`src/rtl/irqd_pkg.sv`:
```
package irqd_pkg;
  localparam int REG_W  = 8;
  localparam int MODE_B = 0;
  localparam int EN_B   = 1;
  localparam int ACK_B  = 2;
  localparam int FLAG_B = 3;
  localparam int POL_B  = 5;

  typedef struct packed {
    logic pol;
    logic en;
    logic mode;
  } irqd_cfg_t;

  // Sample is at the active level for the chosen polarity
  function automatic logic is_active(logic lvl, logic pol);
    return lvl == pol;
  endfunction

  // Detection rule: level mode takes any active sample, edge mode a new one
  function automatic logic detect(logic mode, logic act, logic hist);
    return mode ? act : (act & ~hist);
  endfunction
endpackage

```
`src/rtl/irqd_sync.sv`:
```
module irqd_sync #(
  parameter int   STAGES  = 2,
  parameter logic RST_VAL = 1'b1
) (
  input  logic clk,
  input  logic rst_n,
  input  logic d_i,
  output logic q_o
);
  logic [STAGES-1:0] stg_q;

  always_ff @(posedge clk or negedge rst_n) begin
    if (!rst_n) stg_q <= {STAGES{RST_VAL}};
    else        stg_q <= {stg_q[STAGES-2:0], d_i};
  end

  assign q_o = stg_q[STAGES-1];

  generate
    for (genvar i = 1; i < STAGES; i++) begin : g_chk
      AST_SYNC_SHIFT: assert property (@(posedge clk) disable iff (!rst_n)
        stg_q[i] == $past(stg_q[i-1]));
    end
  endgenerate
endmodule

```
`src/rtl/irqd_detect.sv`:
```
module irqd_detect
  import irqd_pkg::*;
(
  input  logic      clk,
  input  logic      rst_n,
  input  logic      lvl_i,
  input  irqd_cfg_t cfg_i,
  input  logic      reload_i,
  input  logic      reload_pol_i,
  output logic      active_o,
  output logic      event_o
);
  logic hist_q;

  assign active_o = is_active(lvl_i, cfg_i.pol);
  assign event_o  = detect(cfg_i.mode, active_o, hist_q);

  // History holds activity under the current polarity; a write reloads it
  // under the polarity being written so a polarity flip is not an edge.
  always_ff @(posedge clk or negedge rst_n) begin
    if (!rst_n)        hist_q <= 1'b0;
    else if (reload_i) hist_q <= is_active(lvl_i, reload_pol_i);
    else               hist_q <= active_o;
  end

  AST_EDGE_SINGLE: assert property (@(posedge clk) disable iff (!rst_n)
    (!cfg_i.mode && event_o && !reload_i) |=> !event_o);

  AST_NO_FALSE_EDGE: assert property (@(posedge clk) disable iff (!rst_n)
    reload_i |=> (cfg_i.mode || (lvl_i != $past(lvl_i)) || !event_o));
endmodule

```
`src/rtl/irqd_ctrl.sv`:
```
module irqd_ctrl
  import irqd_pkg::*;
(
  input  logic             clk,
  input  logic             rst_n,
  input  logic             wr_en_i,
  input  logic [REG_W-1:0] wr_data_i,
  input  logic             event_i,
  output irqd_cfg_t        cfg_o,
  output logic             flag_o,
  output logic             ack_o,
  output logic [REG_W-1:0] rd_data_o
);
  irqd_cfg_t cfg_q;
  logic      flag_q;

  assign ack_o = wr_en_i & wr_data_i[ACK_B];

  always_ff @(posedge clk or negedge rst_n) begin
    if (!rst_n) begin
      cfg_q  <= '0;
      flag_q <= 1'b0;
    end else begin
      if (wr_en_i) begin
        cfg_q.pol  <= wr_data_i[POL_B];
        cfg_q.en   <= wr_data_i[EN_B];
        cfg_q.mode <= wr_data_i[MODE_B];
      end
      if (ack_o)        flag_q <= 1'b0;
      else if (event_i) flag_q <= 1'b1;
    end
  end

  always_comb begin
    rd_data_o         = '0;
    rd_data_o[POL_B]  = cfg_q.pol;
    rd_data_o[FLAG_B] = flag_q;
    rd_data_o[EN_B]   = cfg_q.en;
    rd_data_o[MODE_B] = cfg_q.mode;
  end

  assign cfg_o  = cfg_q;
  assign flag_o = flag_q;

  AST_CFG_HOLD: assert property (@(posedge clk) disable iff (!rst_n)
    !wr_en_i |=> $stable(cfg_q));

  AST_FLAG_RISE_CAUSE: assert property (@(posedge clk) disable iff (!rst_n)
    $rose(flag_q) |-> $past(event_i));

  AST_FLAG_FALL_CAUSE: assert property (@(posedge clk) disable iff (!rst_n)
    $fell(flag_q) |-> $past(ack_o));

  AST_ACK_WINS: assert property (@(posedge clk) disable iff (!rst_n)
    ack_o |=> !flag_q);
endmodule

```
`src/rtl/irq_pin_detect.sv`:
```
module irq_pin_detect
  import irqd_pkg::*;
#(
  parameter int   SYNC_STAGES = 2,
  parameter logic PIN_IDLE    = 1'b1
) (
  input  logic             clk,
  input  logic             rst_n,
  input  logic             pin_i,
  input  logic             wr_en_i,
  input  logic [REG_W-1:0] wr_data_i,
  output logic [REG_W-1:0] rd_data_o,
  output logic             irq_o
);
  logic      pin_sync;
  logic      pin_active;
  logic      det_event;
  logic      flag;
  logic      ack;
  irqd_cfg_t cfg;

  irqd_sync #(.STAGES(SYNC_STAGES), .RST_VAL(PIN_IDLE)) u_sync (
    .clk   (clk),
    .rst_n (rst_n),
    .d_i   (pin_i),
    .q_o   (pin_sync)
  );

  irqd_detect u_detect (
    .clk          (clk),
    .rst_n        (rst_n),
    .lvl_i        (pin_sync),
    .cfg_i        (cfg),
    .reload_i     (wr_en_i),
    .reload_pol_i (wr_data_i[POL_B]),
    .active_o     (pin_active),
    .event_o      (det_event)
  );

  irqd_ctrl u_ctrl (
    .clk       (clk),
    .rst_n     (rst_n),
    .wr_en_i   (wr_en_i),
    .wr_data_i (wr_data_i),
    .event_i   (det_event),
    .cfg_o     (cfg),
    .flag_o    (flag),
    .ack_o     (ack),
    .rd_data_o (rd_data_o)
  );

  assign irq_o = flag & cfg.en;

  AST_LEVEL_REARM: assert property (@(posedge clk) disable iff (!rst_n)
    (cfg.mode && pin_active && !ack) |=> flag);

  AST_IRQ_NEEDS_ENABLE: assert property (@(posedge clk) disable iff (!rst_n)
    (wr_en_i && !wr_data_i[EN_B]) |=> !irq_o);
endmodule

```
`config.mk`:
```
export PLATFORM = sky130hd
export DESIGN_NAME = irq_pin_detect
export DESIGN_NICKNAME = d
export VERILOG_FILES = /design/src/rtl/irqd_pkg.sv /design/src/rtl/irqd_sync.sv /design/src/rtl/irqd_detect.sv /design/src/rtl/irqd_ctrl.sv /design/src/rtl/irq_pin_detect.sv
export SDC_FILE = /design/constraint.sdc
export NUM_CORES = 1
export LEC_CHECK = 0
export CORE_AREA = 10 10 47 49
export CTS_CLUSTER_DIAMETER = 30
export CTS_CLUSTER_SIZE = 10
export DETAILED_ROUTE_END_ITERATION = 10
export DIE_AREA = 0 0 57 59
export PLACE_DENSITY_LB_ADDON = 0.08
export SYNTH_ARGS = -nofsm -noshare
export SYNTH_HDL_FRONTEND = slang
export SYNTH_SLANG_ARGS = --single-unit
```
`constraint.sdc`:
```
create_clock -name clk -period 1.5 [get_ports clk]
set_clock_uncertainty 0.15 [all_clocks]
set_input_delay 0.15 -clock clk [delete_from_list [all_inputs] [get_ports clk]]
set_output_delay 0.15 -clock clk [all_outputs]
set_load 0.01 [all_outputs]
```
Yosys cells after proc, flatten, opt, wreduce, memory -nomap -nowiden
Index checks and enable logic that the tools add are counted.
{ "totals": {"regBits": 7, "in_bits": 12, "output_inout_bits": 9, "wordCells": 17} }
{ "op_classes": {"n_eq_ne": 2, "n_mux": 4, "bitwise_logic": 4, "n_reduce_logical": 1} }
{ "ops": {"columns": ["operator", "count"], "rows": [
  ["$mux 1", 4],
  ["$and 1x1->1", 3],
  ["$eq 1x1->1", 2],
  ["$reduce_bool 2->1", 1],
  ["$not 1->1", 1]
]} }

Depth between registers and ports, before layout
Gate-level depths: netlist of the first run.
{ "logic_depth": {"word_depth": 5, "mapped_depth": 2, "ltp_nobuf": 2} }

Hierarchy
A second synthesis of the first run with hierarchy kept.
{ "hier_totals": {"cells_unflattened": 27, "hier_area_um2": 336.6} }
{ "modules_own_cells": {"columns": ["module", "n_inst", "cells_each", "area_each_um2"], "rows": [
  ["irqd_ctrl", 1, 18, 214.0],
  ["irqd_detect", 1, 6, 63.8],
  ["irqd_sync", 1, 2, 52.6],
  ["irq_pin_detect", 1, 1, 6.3]
]} }

Worst setup path before layout of the first run
No wires, ideal clock.
{ "synth_path": {"kind": "reg2reg", "from": "register u_ctrl.cfg_q, in the netlist u_ctrl.cfg_o[2]", "to": "register u_detect.hist_q", "setup_time_ps": 122, "arrival_time_ps": 826, "required_ps": 1228, "path_slack_ps": 402, "path_stages_with_launch": 3, "cell_sequence": "dfrtp_1 -> mux2_4 -> xnor2_2"} }
{ "synth_between": {"elab_chain_len": 2} }
{ "synth_rtl": {"columns": ["item", "line", "rtl"], "rows": [
  ["start, declared", "irqd_ctrl.sv:14", "irqd_cfg_t cfg_q;"],
  ["$eq 1x1->1", "irqd_pkg.sv:17", "return lvl == pol;"],
  ["$mux 1", "irqd_detect.sv:22", "else if (reload_i) hist_q <= is_active(lvl_i, reload_pol_i);"],
  ["end signal, assigned", "irqd_detect.sv:22", null],
  ["end signal, assigned", "irqd_detect.sv:23", "else hist_q <= active_o;"],
  ["end, declared", "irqd_detect.sv:13", "logic hist_q;"]
]} }
No other way between the ends.
A chain may end at the register's enable or synchronous reset.

Final worst setup path of the first run
{ "layout_path": {"from": "register u_ctrl.flag_q (netlist: u_ctrl.flag_o)", "to": "output port irq_o"} }
{ "layout_between": {"elab_chain_len": 1} }
{ "layout_rtl": {"columns": ["item", "line", "rtl"], "rows": [
  ["start, declared", "irqd_ctrl.sv:15", "logic flag_q;"],
  ["start signal, assigned", "irqd_ctrl.sv:22", "flag_q <= 1'b0;"],
  ["start signal, assigned", "irqd_ctrl.sv:29", "if (ack_o) flag_q <= 1'b0;"],
  ["start signal, assigned", "irqd_ctrl.sv:30", "else if (event_i) flag_q <= 1'b1;"],
  ["$and 1x1->1", "irq_pin_detect.sv:52", "assign irq_o = flag & cfg.en;"],
  ["end, declared", "irq_pin_detect.sv:13", "output logic irq_o"]
]} }
No other way between the ends.

==> results of run 1 <==
[metal layers]
| layer | GRT usage | up-vias | wire length [um] | share of wire |
|---|---|---|---|---|
| met5 | 0 | - | 0 | 0 |
| met4 | 0.0403 | 0 | 0 | 0 |
| met3 | 0.0343 | 0 | 97 | 0.15 |
| met2 | 0.0589 | 13 | 340 | 0.51 |
| met1 | 0.0400 | 94 | 224 | 0.34 |
| li1 | - | 94 | - | - |
[power by group through the flow]
stage,logic (uW),clock network [uW],registers [uW]
floorplan,57.4,0,232
global placement,111,0,231
detailed placement,112,0,232
CTS,118,177,227
global route,123,193,230
finish,113,168,226
[cell usage in the layout, fill, tap and decap left out]
master           synthesis  routed
clkdlybuf4s50_1          0       7
dfrtp_1                  5       5
conb_1                   1       4
clkbuf_4                 0       3
dlymetal6s2s_1           0       3
mux2_2                   2       2
dlygate4sd2_1            0       2
buf_4                    5       2
dfstp_2                  2       2
and2_1                   1       1
mux2_4                   1       1
xnor2_2                  1       1
nor2_1                   1       1
xor2_1                   1       1
inv_1                    1       1
a222oi_1                 1       1
clkbuf_1                 0       1
[repair_timing]
action,4_1_cts,5_1_grt
pin swaps,0,0
endpoints found under the setup margin,3,3
resized for setup,2,3
cloned,0,0
buffers inserted,1,0
[worst max path at each step]
stage,to,cells after the start,startpoint
floorplan,u_detect.hist_q,2,u_ctrl.cfg_o[2]
global placement,u_ctrl.cfg_o[1],3,wr_en_i
detailed placement,u_ctrl.cfg_o[0],3,wr_en_i
CTS,rd_data_o[0],1,u_ctrl.cfg_o[0]
global route,irq_o,2,u_ctrl.flag_o
finish,irq_o,2,u_ctrl.flag_o
[critical path, cell delays in order (launching register included)]
cell           delay, ns
dfrtp_1             0.38
and2_1              0.15
dlygate4sd2_1       0.27
[kinds of logic (layout without fill, tap and decap cells)]
logic type                after synthesis  after routing  synth area share
and+or+nand+nor                         2              2            0.0328
buffers and inverters                   6             19             0.135
other                                   1              4            0.0123
xor gates and xnor gates                2              2            0.0820
muxes                                   3              3             0.123
DFF                                     7              7             0.582
AOI/OAI and AO/OA                       1              1            0.0328
[per-stage QoR]
step	power [uW]	cells	hold WS, ns	instance area [um^2]	util
after floorplan	289	25	-0.296	317	-
after global placement	342	49	0.200	427	0.304
after detailed placement	344	49	0.198	427	0.304
after CTS	522	54	0.0157	458	0.327
after global routing	546	54	0.00852	465	0.332
final	506	54	0.0125	465	0.332
[state kept, by name, summed over array words and instances, names as in the netlist]
register,flops
u_ctrl.cfg_o,3
u_sync.stg_q,2
u_ctrl.flag_o,1
u_detect.hist_q,1
[Yosys cell counts]
master    count  area (um^2)
xnor2_2       1         16.3
xor2_1        1         8.76
conb_1        1         3.75
dfstp_2       2         52.6
mux2_2        2         22.5
inv_1         1         3.75
nor2_1        1         3.75
mux2_4        1         15.0
a222oi_1      1         10.0
buf_4         5         37.5
and2_1        1         6.26
dfrtp_1       5          125
[area by class of cell]
type | count | share of cell area
Tap cell | 16 | 0.0430
Timing Repair Buffer | 14 | 0.301
Sequential cell | 7 | 0.382
Clock buffer | 4 | 0.0565
Multi-Input combinational cell | 12 | 0.210
Inverter | 1 | 0.00806
==> run metrics, run 1 <==
status finished clean; Final period util 0.904; wire length per cell around 12 um; total track usage 0.0431; Root Buffer clkbuf_4; initial antenna violation count 0; MaxCap Viol Count 0; Core Region about 0.0014 mm^2; setup TNS after final layout 0 ns; Power Internal between 300 and 400 uW; Avg Cell Area, Syn around 14 um^2; die area around 0.0034 mm^2; combinational share of power 0.222; Seq/Total Area, Yosys 0.582; wirelength, routed ~660 um; pre-CTS setup slack 0.0498 ns; CTS clock-pin slew for the worst setup and hold paths approximately 0.050 ns; CTS max path bufs 2; RSZ-0062 raised after global routing no; Layout area overhead 52.5%; ANT cells 0; IO Pins 21; clock share of power 0.332; DRT Pass-1 Iters 4; post-synthesis cell type count 12; Post-CTS Hold Buffers 0; Cells after Synth 22; Routed Antenna Nets 0; Final #Nets ~50; first-pass GRT wire length roughly 1.1 mm; share of layout cells above drive strength 1 0.289; P per Cell Area between 1000 and 1500 mW/mm^2; crit path max fanout 3; FF+latch count, synth 7; Storage cell area about 180 um^2; Crit Path Class reg2out; area of the multi-input gates a little under 100 um^2; crit end category output pin; Worst-Skew Late Latency ~0.25 ns; Max Freq between 700 and 800 MHz; Slew Limit Fails 0; via/cell ratio approximately 3.7; GRT Residual Overflow 0; H-tree depth 1; R2R depth 2; CP arrival about 1.1 ns; Filler cells around 160; vias in the first global route approximately 250; Lkg Pwr roughly 0.00024 uW; r2r setup slk ~0.41 ns; Critical R2R Capture u_detect.hist_q; clk sinks 7; Peak supply drop ~420 uV; sw power 123 uW; Sequential Power Share 0.446; DR iter-0 viols 1; Die Y approximately 59 um; critical path startpoint category flip-flop; # setup viols final 0; Via Count approximately 200; Rows 14; mapped cell area roughly 310 um^2; die width 57 um; Hold Vio Cnt, Final 0; CTS tree built; synth warn 0; Min Clock Period, post-route 1.36 ns; Required @ worst endpoint around 1.2 ns; Sw Ratio 0.243; initial core utilization 0.218; Final Wtd Congestion about 0.64; Inserted Clock Buffers 3; setup ws final around 0.14 ns; Critical R2R Launch u_ctrl.cfg_o[2]; worst hold path type in2async; IO Port Bufs 12; DRC 0; largest net degree at the start of global routing 8
Note: power is estimated with default switching activity, not from simulation.
==> run 2, diff against run 1 <==
==> constraint.sdc (replaced) <==
create_clock -name clk -period 1.5 [get_ports clk]
set_clock_uncertainty 0.15 [all_clocks]
set_input_delay 0.15 -clock clk [delete_from_list [all_inputs] [get_ports clk]]
set_output_delay 0.15 -clock clk [all_outputs]
set_load 0.05 [all_outputs]
==> run 2 against run 1 <==
Effect of this change:
- worst setup slack improved by 0.017 ns
- largest power group unchanged
- clock-buffer cell count unchanged
- critical endpoint unchanged
- final cell count is 1.9% lower
- hold slack about the same
- largest cell class unchanged
==> run metrics, run 2 (synthesized netlist as in run 1, its figures left out) <==
Hold Vio Cnt, Final 0; Via Count about 200; WL met2 around 320 um; CTS clock-pin slew for the worst setup and hold paths approximately 0.050 ns; Inserted Clock Buffers 3; Slew Limit Fails 0; critical path startpoint category flip-flop; area of the multi-input gates between 90 and 100 um^2; initial antenna violation count 0; Max Freq ~750 MHz; CTS tree built; via/cell ratio ~3.8; Worst Path Buf+Inv 1; postcts setup bufs 0; total track usage 0.0426; IO Pins 21; Worst-Skew Late Latency about 0.25 ns; largest net degree at the start of global routing 8; most frequent cells in the layout clkdlybuf4s50_1 (7), buf_12 (5), dfrtp_1 (5); wire length per cell between 10 and 15 um; status finished clean; Required @ worst endpoint 1.20 ns; crit-path leading delay family flip-flops; Min Clock Period, post-route between 1 and 1.5 ns; vias in the first global route 260; max reg flops 3; top sig layer met3; Routed Antenna Nets 0; CP max-delay cell dfrtp_1; Final #Nets 50; die area approximately 0.0034 mm^2; Rows 14; RSZ-0062 raised after global routing no; Die Y slightly below 60 um; Final Wtd Congestion around 0.65; ANT cells 0; # setup viols final 0; Root Buffer clkbuf_4; crit path max fanout 4; Crit Path Class reg2out; Filler cells 143; post-CTS resize count 0; IO Port Bufs 12; Util after Layout 0.359; Final period util 0.893; pre-CTS setup slack around 0.057 ns; setup ws final ~0.16 ns; Post-CTS Hold Buffers 0; clk sinks 7; CP arrival ~1.0 ns; DRC 0; die width 57 um; P per Cell Area around 1300 mW/mm^2; DR iter-0 viols 2; Min Hold Slack 0.0120 ns; Non-Filler Instances between 50 and 60; GRT Residual Overflow 0; Core Region ~0.0014 mm^2; WL met1 around 240 um; initial core utilization 0.218; worst hold path type in2async; MaxCap Viol Count 0; Lkg Pwr 0.000226 uW; CP Cell Sequence and2_1 -> buf_12; DP HPWL approximately 560 um; setup TNS after final layout 0 ns; wirelength, routed 646 um; H-tree depth 1; share of layout cells above drive strength 1 0.405; first-pass GRT wire length 1.08 mm; most common cell after layout, fill and taps aside clkdlybuf4s50_1; met3 routed WL between 70 and 80 um; DRT Pass-1 Iters 4; Peak supply drop roughly 460 uV; Layout area overhead 64.8%; Storage cell area 178 um^2; CP max stage delay 0.43 ns; Placed Cells slightly below 50; CTS max path bufs 2; crit end category output pin
[run 2: final timing paths]
| path | start | end | slack (ns) | cells past startpoint |
|---|---|---|---|---|
| hold reg to reg | u_sync.stg_q[0] | u_sync.stg_q[1] | 0.21 | 0 |
| min in group clk | pin_i | u_sync.stg_q[0] | 0.16 | 1 |
| setup reg to reg | u_ctrl.cfg_o[2] | u_detect.hist_q | 0.37 | 2 |
| hold / removal | rst_n | u_detect.hist_q | 0.01 | 1 |
| max in group asynchronous | rst_n | u_sync.stg_q[0] | 0.89 | 1 |
| setup / recovery | u_ctrl.flag_o | irq_o | 0.16 | 2 |
[run 2: final cells by class]
type | count | area share
flip-flops and latches | 7 | 0.353
multi-input cells | 12 | 0.194
well taps | 16 | 0.0398
inverters | 1 | 0.00746
repair buffers | 13 | 0.353
clock buffers | 4 | 0.0522
[run 2: metal layers]
metal  up-vias  GRT usage
li1         92          -
met1        98     0.0361
met2        11     0.0636
met3         0     0.0322
met4         0     0.0403
met5         -          0
[run 2: power by group]
part	total [uW]	switching [uW]	internal [uW]
combinational	226	117	109
sequential	236	23.8	212
clock	171	69.1	101
total	633	210	423
[run 2: worst reg2reg max path, stage by stage, from the launching register on]
cell and delay, ns:
dfrtp_1 0.43, mux2_4 0.31, xnor2_2 0.13
[run 2: through the flow]
stage / total power [uW] / area [um^2]
floorplan: 365 / 317
global placement: 466 / 477
detailed placement: 468 / 477
CTS: 646 / 503
global route: 666 / 503
finish: 633 / 503
==> run 3, diff against run 2 <==
--- a/config.mk
+++ b/config.mk
@@ -13,4 +13,5 @@
 export PLACE_DENSITY_LB_ADDON = 0.08
 export SYNTH_ARGS = -nofsm -noshare
 export SYNTH_HDL_FRONTEND = slang
+export SYNTH_HIERARCHICAL = 1
 export SYNTH_SLANG_ARGS = --single-unit
==> run 3 against run 2 <==
Effect of this change:
- fmax increased by 0.97%
- clock-buffer cell count decreased by 1
- non-clock buffer count decreased by 1
- largest power group unchanged
==> run metrics, run 3 <==
setup ws final ~0.17 ns; status finished clean; Via Count between 200 and 250; crit path max fanout 3; synth warn 6; mapped cell area about 330 um^2; initial antenna violation count 0; critical path startpoint category flip-flop; die width about 57 um; dpl cell area 470 um^2; Worst-Skew Late Latency 0.25 ns; Slew Limit Fails 0; r2r setup slk 0.28 ns; MaxCap Viol Count 0; postcts setup bufs 0; P per Cell Area 1240 mW/mm^2; area of the multi-input gates 98.8 um^2; initial core utilization 0.235; Final period util 0.885; most frequent cells in the layout clkdlybuf4s50_1 (7), buf_12 (5), dfrtp_1 (5); Crit Path Class reg2out; DRC 0; Critical R2R Capture u_ctrl/flag_o; pre-CTS setup slack approximately 0.072 ns; Storage cell area 178 um^2; most common cell after layout, fill and taps aside clkdlybuf4s50_1; via/cell ratio ~3.8; Placed Cells 49; setup TNS after final layout 0 ns; Util after Layout 0.355; first-pass GRT wire length ~1.1 mm; largest net degree at the start of global routing 8; max reg flops 3; Final #Nets 50; total track usage 0.0446; IO Pins 21; Non-Filler Instances 53; Final Wtd Congestion just over 0.6; Root Buffer clkbuf_4; Lkg Pwr 0.000222 uW; Die Y between 50 and 60 um; Cells after Synth 26; CTS clock-pin slew for the worst setup and hold paths roughly 0.06 ns; ANT cells 0; crit end category output pin; post-route cell area approximately 500 um^2; Required @ worst endpoint between 1 and 1.5 ns; IO Port Bufs 12; Peak supply drop roughly 470 uV; H-tree depth 1; Critical R2R Launch u_sync/stg_q[1]; share of layout cells above drive strength 1 0.378; Max Freq between 700 and 800 MHz; post-CTS resize count 0; Hold Vio Cnt, Final 0; Core Region about 0.0014 mm^2; Min Clock Period, post-route between 1 and 1.5 ns; CP arrival slightly above 1 ns; Avg Cell Area, Syn 12.7 um^2; RSZ-0062 raised after global routing no; wire length per cell 12.7 um; vias in the first global route 249; clk sinks 7; die area roughly 0.0034 mm^2; R2R depth 3; Rows 14; GRT Residual Overflow 0; CTS tree built; CTS max path bufs 2; Layout area overhead 51.3%; Inserted Clock Buffers 3; worst hold path type in2async; DRT Pass-1 Iters 2; Filler cells roughly 150; Post-CTS Hold Buffers 0; wirelength, routed about 670 um; # setup viols final 0; Routed Antenna Nets 0; DR iter-0 viols 1
## run 3: per-layer routing
metal / up-vias / GRT usage / part of all wire
met1: 103 / 0.0323 / 0.32
met2: 6 / 0.0806 / 0.60
met3: 0 / 0.0322 / 0.077
li1: 94 / - / -
met4: 0 / 0.0302 / 0
met5: - / 0 / 0
## run 3: worst max path at each step
stage / from / to / cells after the start
global route: u_ctrl/flag_o / irq_o / 2
CTS: u_ctrl/flag_o / irq_o / 2
global placement: wr_en_i / u_ctrl/cfg_o[2] / 2
finish: u_ctrl/flag_o / irq_o / 2
detailed placement: wr_en_i / u_ctrl/cfg_o[0] / 2
floorplan: u_sync/stg_q[1] / u_ctrl/flag_o / 3
## run 3: metrics by stage
stage          total power (uW)  hold WS (ns)
4_1_cts                     630       0.00866
3_3_place_gp                450         0.197
6_report                    616       0.00858
5_1_grt                     648        0.0173
2_1_floorplan               367        -0.296
3_5_place_dp                452         0.201
## run 3: final cells by class
type | count | share of cell area
clock inverters | 1 | 0.0101
clock buffers | 3 | 0.0452
multi-input cells | 13 | 0.198
flip-flops and latches | 7 | 0.357
well taps | 16 | 0.0402
repair buffers | 12 | 0.342
inverters | 1 | 0.00754
## run 3: worst max-delay path, stage by stage, from the launching register on
cell and delay (ns):
dfrtp_1 0.42, and2_1 0.20, buf_12 0.15
## run 3: power by group
group	total [uW]	internal, uW	switching (uW)	leakage [uW]
Sequential	232	211	20.7	0.0000793
Clock	169	97.5	72.0	0.0000177
Combinational	214	103	111	0.000125
Total	616	412	204	0.000222
